--- config.mk ---
export PLATFORM = sky130hd
export DESIGN_NAME = sar_engine
export DESIGN_NICKNAME = d
export VERILOG_FILES = /design/src/rtl/sar_pkg.sv /design/src/rtl/sar_lat_sel.sv /design/src/rtl/sar_timer.sv /design/src/rtl/sar_approx.sv /design/src/rtl/sar_engine.sv
export SDC_FILE = /design/constraint.sdc
export NUM_CORES = 1
export LEC_CHECK = 0
export BUFFER_PORTS_ARGS = -buffer_cell sky130_fd_sc_hd__buf_2
export CAP_MARGIN = 15
export CORE_MARGIN = 2
export CORE_UTILIZATION = 48
export CTS_BUF_LIST = sky130_fd_sc_hd__clkbuf_2
export DETAILED_ROUTE_END_ITERATION = 8
export PLACE_DENSITY = 0.7
export SYNTH_ARGS = -nofsm -noshare
export SYNTH_HDL_FRONTEND = slang
export SYNTH_SLANG_ARGS = --single-unit
--- constraint.sdc ---
create_clock -name clk_i -period 2.2 [get_ports clk_i]
set_input_delay 0.44 -clock clk_i [delete_from_list [all_inputs] [get_ports clk_i]]
set_output_delay 0.44 -clock clk_i [all_outputs]
set_load 0.01 [all_outputs]
--- src/rtl/sar_pkg.sv ---
package sar_pkg;
  typedef enum logic [1:0] {
    PH_IDLE   = 2'd0,
    PH_SAMPLE = 2'd1,
    PH_TRIAL  = 2'd2
  } sar_phase_e;
endpackage

--- src/rtl/sar_lat_sel.sv ---
module sar_lat_sel #(
  parameter int RES_W         = 10,
  parameter int NORM_CONV_CYC = 299,
  parameter int FAST_CONV_CYC = 173,
  parameter int NORM_CMP_CYC  = 47,
  parameter int FAST_CMP_CYC  = 29,
  parameter int NORM_SETTLE   = 28,
  parameter int FAST_SETTLE   = 16,
  parameter int TMR_W         = 9
) (
  input  logic             cmp_i,
  input  logic             fast_i,
  output logic [TMR_W-1:0] sample_m1_o,
  output logic [TMR_W-1:0] settle_m1_o
);
  // leftover cycles after the trials form the sample phase
  localparam int NV_S = NORM_CONV_CYC - RES_W * NORM_SETTLE;
  localparam int FV_S = FAST_CONV_CYC - RES_W * FAST_SETTLE;
  localparam int NC_S = NORM_CMP_CYC - NORM_SETTLE;
  localparam int FC_S = FAST_CMP_CYC - FAST_SETTLE;

  localparam logic [TMR_W-1:0] NV_M1 = TMR_W'(NV_S - 1);
  localparam logic [TMR_W-1:0] FV_M1 = TMR_W'(FV_S - 1);
  localparam logic [TMR_W-1:0] NC_M1 = TMR_W'(NC_S - 1);
  localparam logic [TMR_W-1:0] FC_M1 = TMR_W'(FC_S - 1);
  localparam logic [TMR_W-1:0] NS_M1 = TMR_W'(NORM_SETTLE - 1);
  localparam logic [TMR_W-1:0] FS_M1 = TMR_W'(FAST_SETTLE - 1);

  always_comb begin
    unique case ({cmp_i, fast_i})
      2'b00:   sample_m1_o = NV_M1;
      2'b01:   sample_m1_o = FV_M1;
      2'b10:   sample_m1_o = NC_M1;
      default: sample_m1_o = FC_M1;
    endcase
    settle_m1_o = fast_i ? FS_M1 : NS_M1;
  end
endmodule

--- src/rtl/sar_timer.sv ---
module sar_timer #(
  parameter int W = 9
) (
  input  logic         clk_i,
  input  logic         rst_ni,
  input  logic         load_i,
  input  logic [W-1:0] load_val_i,
  output logic         zero_o
);
  logic [W-1:0] cnt_q;

  always_ff @(posedge clk_i or negedge rst_ni) begin
    if (!rst_ni)                cnt_q <= '0;
    else if (load_i)            cnt_q <= load_val_i;
    else if (cnt_q != '0)       cnt_q <= cnt_q - W'(1);
  end

  assign zero_o = (cnt_q == '0);
endmodule

--- src/rtl/sar_approx.sv ---
module sar_approx #(
  parameter int RES_W = 10
) (
  input  logic             clk_i,
  input  logic             rst_ni,
  input  logic             init_i,
  input  logic             step_i,
  input  logic             keep_i,
  output logic [RES_W-1:0] code_o,
  output logic [RES_W-1:0] next_code_o,
  output logic             last_o
);
  localparam logic [RES_W-1:0] MSB = {1'b1, {(RES_W-1){1'b0}}};

  logic [RES_W-1:0] code_q, mask_q;

  // drop or keep the bit on trial, then raise the next lower one
  assign next_code_o = (keep_i ? code_q : (code_q & ~mask_q)) | (mask_q >> 1);
  assign last_o      = mask_q[0];
  assign code_o      = code_q;

  always_ff @(posedge clk_i or negedge rst_ni) begin
    if (!rst_ni) begin
      code_q <= '0;
      mask_q <= '0;
    end else if (init_i) begin
      code_q <= MSB;
      mask_q <= MSB;
    end else if (step_i) begin
      code_q <= next_code_o;
      mask_q <= mask_q >> 1;
    end
  end
endmodule

--- src/rtl/sar_engine.sv ---
module sar_engine #(
  parameter int RES_W         = 10,
  parameter int VIEW_W        = 8,
  parameter int NORM_CONV_CYC = 299,
  parameter int FAST_CONV_CYC = 173,
  parameter int NORM_CMP_CYC  = 47,
  parameter int FAST_CMP_CYC  = 29,
  parameter int NORM_SETTLE   = 28,
  parameter int FAST_SETTLE   = 16
) (
  input  logic              clk_i,
  input  logic              rst_ni,
  input  logic              start_i,
  input  logic              cmp_mode_i,
  input  logic              fast_i,
  input  logic [RES_W-1:0]  ref_i,
  input  logic              comp_i,
  output logic [RES_W-1:0]  dac_o,
  output logic              busy_o,
  output logic              done_o,
  output logic [RES_W-1:0]  result_o,
  output logic [VIEW_W-1:0] result8_o,
  output logic              ge_o
);
  import sar_pkg::*;

  localparam int TMR_W = $clog2(NORM_CONV_CYC + 1);

  sar_phase_e       phase_q;
  logic             cmp_q, fast_q, done_q, ge_q;
  logic [RES_W-1:0] ref_q, result_q;

  logic             start_ok, sel_cmp, sel_fast;
  logic             tmr_zero, tmr_load, trial_end, fin;
  logic [TMR_W-1:0] sample_m1, settle_m1, tmr_val;
  logic             app_init, app_step, app_last;
  logic [RES_W-1:0] app_code, app_next;

  assign start_ok = start_i && (phase_q == PH_IDLE);
  assign sel_cmp  = start_ok ? cmp_mode_i : cmp_q;
  assign sel_fast = start_ok ? fast_i     : fast_q;

  sar_lat_sel #(
    .RES_W(RES_W), .NORM_CONV_CYC(NORM_CONV_CYC), .FAST_CONV_CYC(FAST_CONV_CYC),
    .NORM_CMP_CYC(NORM_CMP_CYC), .FAST_CMP_CYC(FAST_CMP_CYC),
    .NORM_SETTLE(NORM_SETTLE), .FAST_SETTLE(FAST_SETTLE), .TMR_W(TMR_W)
  ) lat_i (
    .cmp_i(sel_cmp), .fast_i(sel_fast),
    .sample_m1_o(sample_m1), .settle_m1_o(settle_m1)
  );

  assign trial_end = (phase_q == PH_TRIAL) && tmr_zero;
  assign fin       = trial_end && (cmp_q || app_last);
  assign tmr_load  = start_ok
                   || ((phase_q == PH_SAMPLE) && tmr_zero)
                   || (trial_end && !fin);
  assign tmr_val   = start_ok ? sample_m1 : settle_m1;

  sar_timer #(.W(TMR_W)) tmr_i (
    .clk_i, .rst_ni, .load_i(tmr_load), .load_val_i(tmr_val), .zero_o(tmr_zero)
  );

  assign app_init = (phase_q == PH_SAMPLE) && tmr_zero && !cmp_q;
  assign app_step = trial_end && !cmp_q;

  sar_approx #(.RES_W(RES_W)) app_i (
    .clk_i, .rst_ni, .init_i(app_init), .step_i(app_step), .keep_i(comp_i),
    .code_o(app_code), .next_code_o(app_next), .last_o(app_last)
  );

  always_ff @(posedge clk_i or negedge rst_ni) begin
    if (!rst_ni) begin
      phase_q  <= PH_IDLE;
      cmp_q    <= 1'b0;
      fast_q   <= 1'b0;
      ref_q    <= '0;
      done_q   <= 1'b0;
      ge_q     <= 1'b0;
      result_q <= '0;
    end else begin
      done_q <= fin;
      unique case (phase_q)
        PH_IDLE: if (start_ok) begin
          phase_q <= PH_SAMPLE;
          cmp_q   <= cmp_mode_i;
          fast_q  <= fast_i;
          ref_q   <= ref_i;
        end
        PH_SAMPLE: if (tmr_zero) phase_q <= PH_TRIAL;
        PH_TRIAL: if (fin) begin
          phase_q <= PH_IDLE;
          if (cmp_q) ge_q     <= comp_i;
          else       result_q <= app_next;
        end
        default: phase_q <= PH_IDLE;
      endcase
    end
  end

  assign dac_o     = (phase_q != PH_TRIAL) ? '0 : (cmp_q ? ref_q : app_code);
  assign busy_o    = (phase_q != PH_IDLE);
  assign done_o    = done_q;
  assign result_o  = result_q;
  assign result8_o = result_q[RES_W-1 -: VIEW_W];
  assign ge_o      = ge_q;
endmodule

Yosys cells after proc, flatten, opt, wreduce, memory -nomap -nowiden
Cells that the tools add are included.
Word-level totals
  register bits: 55
  output and inout port bits: 31
  bits in writable memories: 0
  memories: 0
  bits in latches: 0
  bits in read-only memories: 0
  input bits: 16
Cells by class
  shifts and indexed selects: 0
  magnitude comparators: 0
  multiply operators: 0
  bitwise gates (word level): 4
  div/mod/pow operators: 0
  add/subtract/negate cells: 1
  equal/unequal tests: 7
  multiplexer cells: 18
  reductions and logical operators: 24
Operators by type and width (number)
  10-bit two-way mux: 7
  9-bit two-way mux: 3
  10-bit bitwise AND: 1
  5-bit two-way mux: 2
  10-bit inverter: 1
  10-bit by 9-bit bitwise OR with 10-bit output: 1
  9-bit zero test: 1
  3-bit AND reduction: 3
  9-bit nonzero test: 1
  9-bit by 1-bit subtractor with 9-bit output (second input constant): 1
  2-bit inequality test (second input constant): 4
  1-bit logical AND: 7
  2-bit two-way mux: 3
  2-bit case mux with 3 select lines: 1
  2-bit nonzero test: 3
  2-bit == test (second input constant): 2
  2-bit zero test: 2
  1-bit logical OR: 3
  2-bit by 1-bit == test with 1-bit output (second input constant): 1
  1-bit zero test: 2
  1-bit two-way mux: 2
  2-bit AND reduction: 1
  2-bit OR reduction: 1
  1-bit inverter: 1

Longest topological paths before layout
  depth in word-level cells: 8
  depth in mapped cells: 8
  gate-level depth less buffers: 6

Modules after synthesis
From an unflattened synthesis, not the netlist that was laid out.
Second synthesis, totals
  cell total of the unflattened synthesis: 287
  area total of the unflattened synthesis: 3306.9 um^2
Modules (own cells, without submodules)
  sar_engine: instances 1, cells each 113, area an instance 1562.7 um^2
  sar_approx: instances 1, cells each 97, area an instance 1078.5 um^2
  sar_timer: instances 1, cells each 57, area an instance 534.3 um^2
  sar_lat_sel: instances 1, cells each 20, area an instance 131.4 um^2

Worst setup path before layout
No wires, ideal clock.
  path kind: register -> register
  start point: register tmr_i.cnt_q[0]
  end point: register app_i.code_q[8], in the netlist app_i.code_o[8]
  arrival: 1.856 ns
  stages on the path, launching flop included: 9
  slack: 0.213 ns
  data required time: 2.070 ns
  buffers on the path: 2
  period minus slack after synthesis: 1.987 ns
  cells stage by stage: dfrtp_1 > inv_1 > ha_1 > nor4b_1 > nand2_1 > buf_4 > nor3_4 > buf_4 > a21oi_1
On the way
  longest elaborated chain between the ends: 4
  elaborated cells between the ends (all ways): 7
Ends and longest elaborated chain
  start, declared: RTL line sar_timer.sv:10  | logic [W-1:0] cnt_q;
  start signal, assigned: RTL line sar_timer.sv:14  | else if (load_i) cnt_q <= load_val_i;
  start signal, assigned: RTL line sar_timer.sv:15  | else if (cnt_q != '0) cnt_q <= cnt_q - W'(1);
  9-bit zero test *: RTL line sar_timer.sv:18  | assign zero_o = (cnt_q == '0);
  1-bit logical AND, on equally long branches: RTL line sar_engine.sv:63, sar_engine.sv:52
  1-bit logical AND, on equally long branches: RTL line sar_engine.sv:63, sar_engine.sv:64
  10-bit two-way mux or 2-bit nonzero test (tied branches)
  end signal, assigned: RTL line sar_approx.sv:30  | code_q <= next_code_o;
  end, declared: RTL line sar_approx.sv:15  | logic [RES_W-1:0] code_q, mask_q;
Mark *: on every way between the ends. The rest lies on a longest branch, timed or not.
A chain may end at the register's enable or synchronous reset.

Final worst setup path
  start point: register tmr_i.cnt_q[0]
  end point: register result_q[9], in the netlist result_o[9]
On the way
  longest elaborated chain between the ends: 4
Ends and longest elaborated chain
  9-bit zero test: RTL line sar_timer.sv:18
  1-bit logical AND: RTL line sar_engine.sv:52  | assign trial_end = (phase_q == PH_TRIAL) && tmr_zero;
  1-bit logical AND: RTL line sar_engine.sv:53  | assign fin = trial_end && (cmp_q || app_last);
  3-bit AND reduction (no source line)
  end signal, assigned: RTL line sar_engine.sv:93  | else result_q <= app_next;
  end, declared: RTL line sar_engine.sv:31  | logic [RES_W-1:0] ref_q, result_q;
Every way passes these cells.

==> metrics list <==
* Area of the multi-input gates: 1190 µm²
* Root cell of the clock tree: clkbuf_2
* Fmax: 492 MHz
- Minimum clock period after layout: 2030 ps
- Die Area: 6320 µm²
- The initial antenna violation count is 0.
* Sequential cell area: 1380 µm²
- The largest individual stage delay along the critical path comes from the cell or4b_4.
- Worst Path Class, Setup: flop to flop
- Part of the cycle the worst path needs: 92.5%
- Setup crit start kind: flop
* Seq/Total Area, Yosys: 50.3%
* Post-DR wirelength/cell: 14.6 µm
* Warnings from Yosys: 0
- The run finished with clean final reports.
- Across all setup checks in the final design, the least slack found is 166 ps.
- First-pass GRT wire length: 9.57 mm
* Count of buffers from port buffering: 46
- The via count of the first global-routing pass came to 1959.
- Number of inserted diodes: 0
- The detailed router finished its first iteration with 139 violations.
- In this run, synthesis produced a sequential element count of 55.
- Routed WL: 5.85 mm
* Avg Synthesized Cell Area: 9.63 µm²
- The number of nets in the synthesized netlist is 301.
* Number of I/O pins: 47
* Residual DRC: 0
- Number of failing hold endpoints at the final stage: 0
* Worst-case clock buffer depth: 2
* Setup repair after global routing missed its margin: false
* CTS tree: yes
- For this configuration, the core starts out at a cell density of 49.7%.
- Fill cells in the final layout number 505.
- The post-route netlist has 25.8% of its cells at a drive strength greater than 1.
* CTS clock-pin slew for the worst setup and hold paths: 300 ps
- Leakage power figure: 1.44 nW
- For this block, the via count after detailed routing is 2180.
- Adding up every negative setup slack in the final design gives 0 ps.
- Slew @ Worst Pin: 409 ps
- Summing every instance area after synthesis gives 2740 µm².
- Arrival time of data at the critical path endpoint: 2430 ps
* # rows: 27
* Largest net degree at the start of global routing: 56
- The clock net in this run drives a total of 55 sinks.
- Post-detailed-route count of antenna-violating nets: 0
* Crit. End Element: flop
- After legalization and detailed placement, the total HPWL measured 4.08 mm.
- The clock reaches the later pin of the worst-skew pair after 460 ps.
- Final Net Count: 346
- Max-cap check violation count: 0
- IR analysis of the VDD net gives a maximum drop of 0.326 mV.
* Overflow after GRT: 0
- Vias/cell: 5.42
- The number of pins exceeding their max-slew limit in the final report came to 0.
- Leading cell type in the layout, fill and taps excluded: dfrtp_1
* Final RePlAce weighted congestion: 0.871
- The die is 79.5 µm wide.
* Worst hold path class: input port to flop
- Cells along the critical path: inv_1 -> ha_1 -> or4b_4 -> or4_4 -> nand2_1 -> o21ai_1
- Area growth, synth to finish: 14.2%
- Number of H-tree levels: 2
- Setup violations remaining at the end of the flow were counted as 0.
* Slew HR: 72.7%
- The first detailed-routing pass took 4 iterations.
- Timing analysis after detailed placement gives a worst setup slack of 180 ps.
- Synthesis handed over a netlist of 284 instances.
- The region available for standard cell placement spans 5510 µm².
- In this run the power density over the cells is 479 nW/µm².
- Tot GR Track Use: 19.5%
* Height of the chip: 79.5 µm
* Worst setup skew after layout: 25.2 ps
- Cell variety after synth: 45
* Number of buffers created by CTS: 5
- Delay contributed by the slowest stage of the critical path: 540 ps
- Commonest cells after routing, fill and taps aside: dfrtp_1, nand2_1, buf_2
- Data on the critical path is required at its endpoint by 2600 ps.
- In this run the worst path has a maximum fanout of 6.
sequential cells by signal, summed over array words and instances (netlist names), named ones only:
register / flops
tmr_i.cnt_q: 9
ge_o: 1
app_i.code_o: 10
done_o: 1
app_i.mask_q: 10
result_o: 10
phase_q: 2
fast_q: 1
ref_q: 10
path summary, 6_finish.rpt:
path,to,depth (start not counted),from,slack [ps]
max,result_o[9],6,tmr_i.cnt_q[0],170
min,ref_q[9],3,ref_i[9],160
max reg2reg,result_o[9],6,tmr_i.cnt_q[0],170
min reg2reg,ref_q[8],2,ref_q[8],520
max in group asynchronous,phase_q[0],3,rst_ni,1480
min in group asynchronous,result_o[3],3,rst_ni,460
where the power goes:
group	switching [mW]	total (mW)	internal, mW
logic	0.0275	0.0453	0.0178
clock network	0.343	0.436	0.0927
registers	0.000502	1.02	1.02
synthesized netlist by cell type (all sizes together):
master	n	area, µm²
dfrtp	55	1380
o21ai	16	80.1
o22a	1	8.76
xor2	1	8.76
or2b	2	17.5
a21oi	46	234
a31oi	1	6.26
mux2	1	11.3
inv	8	30.0
nor4	3	40.0
nor4b	1	8.76
a211oi	3	22.5
ha	1	12.5
a21o	1	7.51
o41ai	9	78.8
or4	4	37.5
xnor2	1	8.76
a2bb2oi	1	8.76
o21bai	1	7.51
or4b	1	13.8
o31ai	2	15.0
or3	2	12.5
nor2	18	67.6
nand2	48	183
o22ai	1	6.26
mux2i	14	140
buf	16	121
or3b	1	11.3
and2	1	6.26
a32o	1	10.0
nand2b	9	56.3
nor3b	1	7.51
nor3	5	47.5
clkbuf	8	31.3
kinds of logic after synthesis:
| kind of cell | count (synthesis) | share of synthesized area (%) |
|---|---|---|
| simple gates | 96 | 18.6 |
| flops | 55 | 50.3 |
| fa+ha+maj | 1 | 0.457 |
| compound gates | 83 | 17.7 |
| mux | 15 | 5.54 |
| xor+xnor | 2 | 0.641 |
| buf+inv | 32 | 6.68 |
critical path: cells and delay by family, from the launching register on:
kind | cells | cell delay (ps)
compound gates | 1 | 50
fa+ha+maj | 1 | 220
buf+inv | 1 | 70
flops | 1 | 480
simple gates | 3 | 1170
final cells by class:
type	instances	share of cell area, %
clock inverter	3	0.921
multi-input combinational	197	38.1
timing repair buffer	62	12.2
sequential	55	44.1
tap	72	2.88
clock buffer	5	0.801
inverter	8	0.962
repair_timing:
action / CTS / global route
endpoints found under the hold margin: 55 / 0
setup endpoints to repair: 4 / 15
hold buffers: 1 / 0
resized for setup: 1 / 4
buffers inserted: 0 / 1
per-stage QoR:
step | power, mW | util (%) | std cells | hold slack (ps) | cell area (µm²)
global route | 1.56 | 56.7 | 402 | 104 | 3120
floorplan | 1.04 | - | 284 | 144 | 2740
global placement | 1.08 | 55.1 | 392 | 458 | 3030
detailed placement | 1.08 | 55.1 | 392 | 459 | 3030
CTS | 1.52 | 56.3 | 401 | 124 | 3100
finish | 1.50 | 56.7 | 402 | 155 | 3120
per-layer routing:
layer / wire length [µm] / up-vias / part of all wire, % / GRT usage (%)
met5: 0 / - / 0 / 0
met4: 67 / 0 / 1.1 / 6.72
met3: 441 / 7 / 7.5 / 2.38
met2: 2530 / 87 / 43 / 28.4
met1: 2820 / 1005 / 48 / 29.8
li1: - / 1081 / - / -
Power figures use the tool's default switching activity.
